[config.mk]
export PLATFORM = sky130hd
export DESIGN_NAME = i2cm_status
export DESIGN_NICKNAME = d
export VERILOG_FILES = /design/src/rtl/i2cm_stat_pkg.sv /design/src/rtl/i2cm_flag_bank.sv /design/src/rtl/i2cm_men_ctrl.sv /design/src/rtl/i2cm_irq_reduce.sv /design/src/rtl/i2cm_status.sv
export SDC_FILE = /design/constraint.sdc
export NUM_CORES = 1
export LEC_CHECK = 0
export CAP_MARGIN = 20
export CORE_ASPECT_RATIO = 1.1
export CORE_UTILIZATION = 23
export CTS_CLUSTER_SIZE = 16
export DETAILED_ROUTE_END_ITERATION = 16
export GPL_ROUTABILITY_DRIVEN = 0
export PLACE_DENSITY = 0.84
export SLEW_MARGIN = 15
export SYNTH_ARGS = -nofsm -noshare
export SYNTH_HDL_FRONTEND = slang
export SYNTH_HIERARCHICAL = 1
export SYNTH_SLANG_ARGS = --single-unit
[constraint.sdc]
create_clock -name clk -period 1.1 [get_ports clk]
set_input_delay 0.22 -clock clk [delete_from_list [all_inputs] [get_ports clk]]
set_output_delay 0.22 -clock clk [all_outputs]
set_load 0.02 [all_outputs]
[src/rtl/i2cm_stat_pkg.sv]
package i2cm_stat_pkg;

    localparam int unsigned REG_W     = 32;
    localparam int unsigned NUM_FLAGS = 7;

    // Bit positions inside the register word
    localparam int unsigned BIT_NACK   = 6;
    localparam int unsigned BIT_ARB    = 5;
    localparam int unsigned BIT_STOP   = 4;
    localparam int unsigned BIT_DEMPTY = 3;
    localparam int unsigned BIT_DTX    = 2;
    localparam int unsigned BIT_DRX    = 1;
    localparam int unsigned BIT_ATX    = 0;

    typedef logic [NUM_FLAGS-1:0] flag_vec_t;

    // Packed so the declaration order matches the register bit order.
    typedef struct packed {
        logic nack;
        logic arb_lost;
        logic stop;
        logic data_empty;
        logic data_tx;
        logic data_rx;
        logic addr_tx;
    } i2cm_ev_t;

    typedef struct packed {
        logic                 wr;
        logic [REG_W-1:0]     data;
    } sw_wr_t;

    function automatic logic [REG_W-1:0] to_word(input flag_vec_t f);
        logic [REG_W-1:0] w;
        w = '0;
        w[NUM_FLAGS-1:0] = f;
        return w;
    endfunction

endpackage

[src/rtl/i2cm_flag_bank.sv]
module i2cm_flag_bank
    import i2cm_stat_pkg::*;
(
    input  logic      clk,
    input  logic      rst,
    input  sw_wr_t    sw,
    input  flag_vec_t ev,
    output flag_vec_t flags
);
    // One sticky cell per flag: an event sets the cell, a 0 written to its bit clears it
    for (genvar i = 0; i < NUM_FLAGS; i++) begin : g_cell
        logic keep;
        assign keep = !(sw.wr && !sw.data[i]);
        always_ff @(posedge clk) begin
            if (rst) flags[i] <= 1'b0;
            else     flags[i] <= ev[i] | (flags[i] & keep);
        end
    end
endmodule

[src/rtl/i2cm_men_ctrl.sv]
module i2cm_men_ctrl (
    input  logic clk,
    input  logic rst,
    input  logic set_req,
    input  logic arb_lost,
    output logic men
);
    always_ff @(posedge clk) begin
        if (rst)           men <= 1'b0;
        else if (arb_lost) men <= 1'b0;
        else if (set_req)  men <= 1'b1;
    end
endmodule

[src/rtl/i2cm_irq_reduce.sv]
module i2cm_irq_reduce
    import i2cm_stat_pkg::*;
(
    input  flag_vec_t flags,
    input  flag_vec_t en,
    output logic      irq
);
    assign irq = |(flags & en);
endmodule

[src/rtl/i2cm_status.sv]
module i2cm_status
    import i2cm_stat_pkg::*;
(
    input  logic              clk,
    input  logic              rst,
    input  logic              wr_en,
    input  logic [REG_W-1:0]  wr_data,
    output logic [REG_W-1:0]  rd_data,
    input  logic              ev_nack,
    input  logic              ev_arb_lost,
    input  logic              ev_stop,
    input  logic              ev_data_empty,
    input  logic              ev_data_tx,
    input  logic              ev_data_rx,
    input  logic              ev_addr_tx,
    input  logic [NUM_FLAGS-1:0] irq_en,
    input  logic              men_set,
    output logic              men,
    output logic              irq
);
    i2cm_ev_t  ev_s;
    sw_wr_t    sw_s;
    flag_vec_t flags;

    assign ev_s = '{nack:       ev_nack,
                    arb_lost:   ev_arb_lost,
                    stop:       ev_stop,
                    data_empty: ev_data_empty,
                    data_tx:    ev_data_tx,
                    data_rx:    ev_data_rx,
                    addr_tx:    ev_addr_tx};
    assign sw_s = '{wr: wr_en, data: wr_data};

    i2cm_flag_bank u_bank (
        .clk   (clk),
        .rst   (rst),
        .sw    (sw_s),
        .ev    (flag_vec_t'(ev_s)),
        .flags (flags)
    );

    i2cm_men_ctrl u_men (
        .clk      (clk),
        .rst      (rst),
        .set_req  (men_set),
        .arb_lost (ev_s.arb_lost),
        .men      (men)
    );

    i2cm_irq_reduce u_irq (
        .flags (flags),
        .en    (irq_en),
        .irq   (irq)
    );

    assign rd_data = to_word(flags);
endmodule

==> results of run 1 <==
## cell usage after synthesis
library cell / number
conb_1: 1
nor3_1: 2
nand3_1: 1
buf_4: 25
dfxtp_1: 8
a222oi_1: 1
nor3b_2: 5
nor2_1: 8
nor3_2: 6
a22oi_1: 2
nor3b_1: 2
## layer usage
layer / routed length, um / GRT usage (%) / vias to the layer above
li1: - / - / 242
met5: 0 / 0 / -
met4: 0 / 5.882 / 0
met1: 456 / 10.23 / 219
met2: 662 / 19.21 / 34
met3: 118 / 4.520 / 0
## power groups by stage
stage	Clock (mW)	Combinational, mW	Sequential [mW]
after floorplan	0	0.198	0.359
after global placement	0	0.346	0.330
after detailed placement	0	0.350	0.331
after CTS	0.238	0.331	0.325
after global routing	0.260	0.364	0.329
final	0.221	0.338	0.326
## registers in the layout (all words and copies together), names as in the netlist
name / count
u_men/men: 1
u_bank/flags: 7
## worst max-delay path by stage
stage	to	cells after the start	from	slack [ns]
final	irq	3	u_bank/flags[3]	-0.33
after global routing	irq	3	u_bank/flags[3]	-0.40
after CTS	irq	3	u_bank/flags[0]	-0.38
after detailed placement	irq	4	irq_en[0]	-0.79
after global placement	irq	4	irq_en[0]	-0.79
after floorplan	irq	2	u_bank/flags[0]	0.005
## worst max-delay path, stage by stage, from the launching register on
cell and delay (ns):
dfxtp_2 0.32, a222oi_1 0.36, nand3_1 0.14, buf_6 0.15
## cells by family after synthesis
kind of cell,Yosys count
other,1
AO/OA/AOI/OAI,3
flip-flops,8
AND/OR/NAND/NOR,24
buffers and inverters,25
## per-stage QoR
stage | instances | worst slack (ns) | total power, mW | hold slack [ns]
global placement | 131 | -0.7905 | 0.6758 | 0.4916
finish | 134 | -0.3338 | 0.8855 | 0.5054
global route | 134 | -0.4019 | 0.9524 | 0.5268
floorplan | 85 | 0.004979 | 0.5569 | 0.2823
detailed placement | 131 | -0.7941 | 0.6813 | 0.4992
CTS | 134 | -0.3755 | 0.8945 | 0.5133
## timing repair
action / 4_1_cts / 5_1_grt
resized for setup: 39 / 10
pin swaps: 2 / 2
setup endpoints to repair: 9 / 8
## cell type report
type / instances / area share (%)
clock buffers: 3 / 2.525
multi-input cells: 52 / 33.80
flip-flops and latches: 8 / 18.51
well taps: 30 / 4.208
repair buffers: 41 / 40.95
==> results.md, run 1 <==
- Static leakage: 0.4072 nW
- Internal power: 598.3 uW
- Worst Setup Start Kind: flop
- Die Span X: 49.02 um
- Util after Layout: 39.22%
- Switching part of the total: 32.43%
- Total CTS buffers: 3
- Fmax achieved: 697.4 MHz
- Worst Hold Class: flop to flop
- Antenna violations before repair: 0
- Initial Util: roughly a quarter
- Post-place instance area: 892.1 um^2
- Worst-path fanout max: 2
- Top post-synthesis cells by area: buf_4, dfxtp_1, nor3b_2, nor3_2, nor2_1
- All-Layer GR Usage: 10.53%
- RSZ-0062 raised after global routing: true
- CTS Sinks: 8
- Worst Hold Depth: 2
- Sequential fraction of the synthesis area: 28.64%
- WL per Instance: 9.231 um
- Failing checks: negative setup slack
- Vias in the first global route: 460
- Worst-Skew Late Latency: between 0.2 and 0.3 ns
- Synth Area in Adders: 0%
- CP required: 0.88 ns
- I/O Buffers: 33
- Synthesized cell area: 559.3 um^2
- Pwr/cell area: roughly 1000 mW/mm^2
- Share of layout cells above drive strength 1: between 30 and 40%
- Filler cell count: 252
- TritonRoute pass-1 iters: 4
- CTS Root Cell: clkbuf_4
- Post-synth top area share: 33.56%
- Final period utilization: 130.3%
- Final worst setup slack: -0.3338 ns
- Setup Total Neg Slack: -0.3338 ns
- DPL Wire Length: 1080 um
- Critical path type: flop to output pin
- Flop pwr share: 36.8%
- Cell taking the most area after synthesis: buf_4
- Commonest non-fill, non-tap cell in the layout: conb_1
- Hold Violations, Final: 0
- Vias: 495
- Worst Path Arrival: 1.21 ns
- # setup viols final: 1
- Mux share of post-synthesis cell area: 0%
- DRC Markers: 0
- Row cnt: 18
- Die H: 53.72 um
- End of the worst register-to-register path: u_bank/flags[2]
- Number of setup buffers added after CTS: 0
- Worst min-delay path startpoint: u_men/men
- Detail Route Antenna Nets: 0
- Global-route wire length before repair: 1973 um
- Hold-critical path endpoint: u_men/men
- Largest net degree at the start of global routing: 8
- FF/Latch Area: 165.2 um^2
- Sw Pwr: 287.2 uW
- Multi-input logic area: 301.5 um^2
- Core ar.: 0.002275 mm^2
- Combinational cell fraction of total power: 38.2%
- Ys Warns: 6
- 1st-iter DRT viols: 9
- Fin area: around 900 um^2
- Vias per inst: 3.694
- Gr ovfl total: 0
- Antenna diodes: 0
- Clock skew: 0 ns
- Peak supply drop: 0.4575 mV
- Post-layout minimum cycle time: 1.434 ns
- Largest family of logic cells by synthesized area: buffers and inverters
- Layout Area Growth over Synthesis: 59.51%
- Simple-Gate Fraction of Synth Area: about a third
- Hold-fix buffers at CTS: 0
- Mapped Cells: 61
- R2r worst-path depth: 3
- TritonCTS clock tree: done
- FF-to-FF setup slack: 0.37 ns
- Reg2reg start: u_bank/flags[2]
- #FFs+latches synth: 8
- Number of max-cap violations: 0
- Slew Limit Fails: 0
- Clock network fraction of total power: 24.9%
- Outcome: finished with violations
- Max clock buf depth: 2
- Worst Setup End Kind: output pin
- Routed WL: 1237 um
- Compound-Gate Fraction of Synth Area: 4.474%
- Area of the die: 0.002633 mm^2
- Post-synthesis xor/xnor area fraction: 0%
- H-tree Lvls: 1
- I/O pin total: 84
- Nets: 156
- Most frequent cells in the layout: conb_1, clkdlybuf4s50_1, buf_4
- Library cells used by synthesis: 11
- Syn avg cell area: 9.169 um^2
- Worst-path clk slew: 0.05 ns
Note: power is estimated with default switching activity, not from simulation.
==> run 2, diff against run 1 <==
==> constraint.sdc (replaced) <==
create_clock -name clk -period 1.35 [get_ports clk]
set_input_delay 0.27 -clock clk [delete_from_list [all_inputs] [get_ports clk]]
set_output_delay 0.27 -clock clk [all_outputs]
set_load 0.02 [all_outputs]
==> results.md, run 2 (same netlist as run 1, synthesis figures left out) <==
- Antenna violations before repair: 0
- Clock skew: 0 ns
- Core ar.: roughly 0.0023 mm^2
- Routed WL: about 1300 um
- Worst Path Arrival: 1.23 ns
- Combinational cell fraction of total power: about two fifths
- Worst-path clk slew: 0.06 ns
- Worst path depth: 3
- Util after Layout: 39.88%
- Post-layout minimum cycle time: about 1.5 ns
- H-tree Lvls: 1
- CTS Sinks: 8
- Flop pwr share: 36.5%
- DPL Wire Length: 1073 um
- Largest net degree at the start of global routing: 9
- FF/Latch Area: 161.4 um^2
- Final worst setup slack: -0.1499 ns
- Worst-path fanout max: 2
- R2r worst-path depth: 4
- TritonCTS clock tree: done
- Final period utilization: 111.1%
- Share of layout cells above drive strength 1: 24.76%
- CP bufs+invs: 1
- Slew Limit Fails: 0
- Area of the die: 0.002633 mm^2
- Max clock buf depth: 2
- CTS Root Cell: clkbuf_4
- RSZ-0062 raised after global routing: true
- Clock network fraction of total power: between 20% and 30%
- Crit-path slowest cell: a222oi_1
- Worst-Skew Late Latency: around 0.25 ns
- TritonRoute pass-1 iters: 4
- Switching part of the total: about a third
- Post-place instance area: a little under 900 um^2
- Placed Cells: 131
- Biggest register: u_bank/flags
- Global-route wire length before repair: 2076 um
- 1st-iter DRT viols: 4
- Largest regs: u_bank/flags (7), u_men/men (1)
- WL per Instance: 9.304 um
- Multi-input logic area: slightly above 300 um^2
- I/O pin total: 84
- Total CTS buffers: 3
- Internal power: 485.4 uW
- Hold Violations, Final: 0
- CP required: 1.08 ns
- Worst Setup Start Kind: flop
- Commonest non-fill, non-tap cell in the layout: conb_1
- Max reg flops: 7
- Detail Route Antenna Nets: 0
- Vias in the first global route: about 500
- Vias per inst: 3.800
- All-Layer GR Usage: between 10 and 15%
- Fmax achieved: 666.7 MHz
- Nets: 157
- Pwr/cell area: about 800 mW/mm^2
- Row cnt: 18
- Worst Setup End Kind: output pin
- Most frequent cells in the layout: conb_1, clkdlybuf4s50_1, buf_4
- Worst Hold Depth: 2
- Peak supply drop: 0.5008 mV
- Die H: 53.72 um
- Sw Pwr: 236.0 uW
- Pre-CTS WS: -0.6422 ns
- # setup viols final: 1
- Antenna diodes: 0
- Slowest stage delay, CP: between 0.3 and 0.4 ns
- Layout Cells excl Fill: around 140
- Initial Util: 24.59%
- Number of max-cap violations: 0
- Worst Hold Class: flop to flop
- Filler cell count: 250
- Layout Area Growth over Synthesis: 62.19%
- Die Span X: around 50 um
- Crit-path cells: a222oi_1 -> nand3_1 -> buf_6
- Failing checks: negative setup slack
- Vias: 513
- DRC Markers: 0
- I/O Buffers: 33
- Gr ovfl total: 0
- Fin area: 907.1 um^2
- Crit-path leading delay family: compound AO/OA/AOI/OAI gates
- Static leakage: around 0.42 nW
- Critical path type: flop to output pin
- Outcome: finished with violations
==> run 2: cell types whose count changed in the layout (fill, tap and decap cells not counted), sizes merged <==
cell           change
clkbuf             +1
buf                -7
clkdlybuf4s50      -1
dlygate4sd2        +6
clkdlybuf4s15      +2
==> run 2: routing by layer <==
| metal | part of all wire [%] | vias up | GRT usage (%) |
|---|---|---|---|
| li1 | - | 246 | - |
| met1 | 32 | 224 | 9.259 |
| met2 | 57 | 43 | 23.84 |
| met3 | 11 | 0 | 5.367 |
| met4 | 0 | 0 | 0 |
| met5 | 0 | - | 0 |
==> run 2: metrics by stage <==
| stage | power, mW | hold WS (ns) | setup TNS [ns] |
|---|---|---|---|
| floorplan | 0.4527 | 0.3390 | 0 |
| global placement | 0.5504 | 0.4919 | -0.6377 |
| detailed placement | 0.5552 | 0.4961 | -0.6422 |
| CTS | 0.7344 | 0.5057 | -0.1587 |
| global route | 0.7802 | 0.5550 | -0.2372 |
| finish | 0.7215 | 0.4927 | -0.1499 |
==> run 2: power by group through the flow <==
stage	clock network (mW)	logic [mW]	registers (mW)
floorplan	0	0.161	0.291
global placement	0	0.283	0.267
detailed placement	0	0.287	0.268
CTS	0.197	0.274	0.263
global route	0.216	0.300	0.265
finish	0.183	0.276	0.263
==> run 2: area by class of cell <==
type,instances,area share [%]
well taps,30,4.138
flip-flops and latches,8,17.79
multi-input cells,52,33.24
repair buffers,42,42.34
clock buffers,3,2.483
==> run 2: timing repair <==
| action | 4_1_cts | 5_1_grt |
|---|---|---|
| endpoints found under the setup margin | 9 | 4 |
| hold buffers | 0 | 0 |
| setup buffers | 0 | 1 |
| resized for setup | 17 | 5 |
| pin swaps | 2 | 2 |
==> run 2: worst paths after layout <==
| check | from | to | slack (ns) |
|---|---|---|---|
| setup / recovery | u_bank/flags[0] | irq | -0.15 |
| hold / removal | u_men/men | u_men/men | 0.49 |
| setup reg to reg | u_bank/flags[0] | u_bank/flags[0] | 0.52 |
| hold reg to reg | u_men/men | u_men/men | 0.49 |
==> run 2: worst register-to-register path, cell delays in order, from the launching register on <==
cell	delay (ns)
dfxtp_2	0.31
buf_4	0.12
buf_4	0.12
nor2_1	0.12
nor3_2	0.04
==> run 3, diff against run 2 <==
--- a/config.mk
+++ b/config.mk
@@ -5,7 +5,6 @@
 export SDC_FILE = /design/constraint.sdc
 export NUM_CORES = 1
 export LEC_CHECK = 0
-export CAP_MARGIN = 20
 export CORE_ASPECT_RATIO = 1.1
 export CORE_UTILIZATION = 23
 export CTS_CLUSTER_SIZE = 16
==> results of run 3 <==
No change in the layout: final DEF, timing and power equal those of run 2.
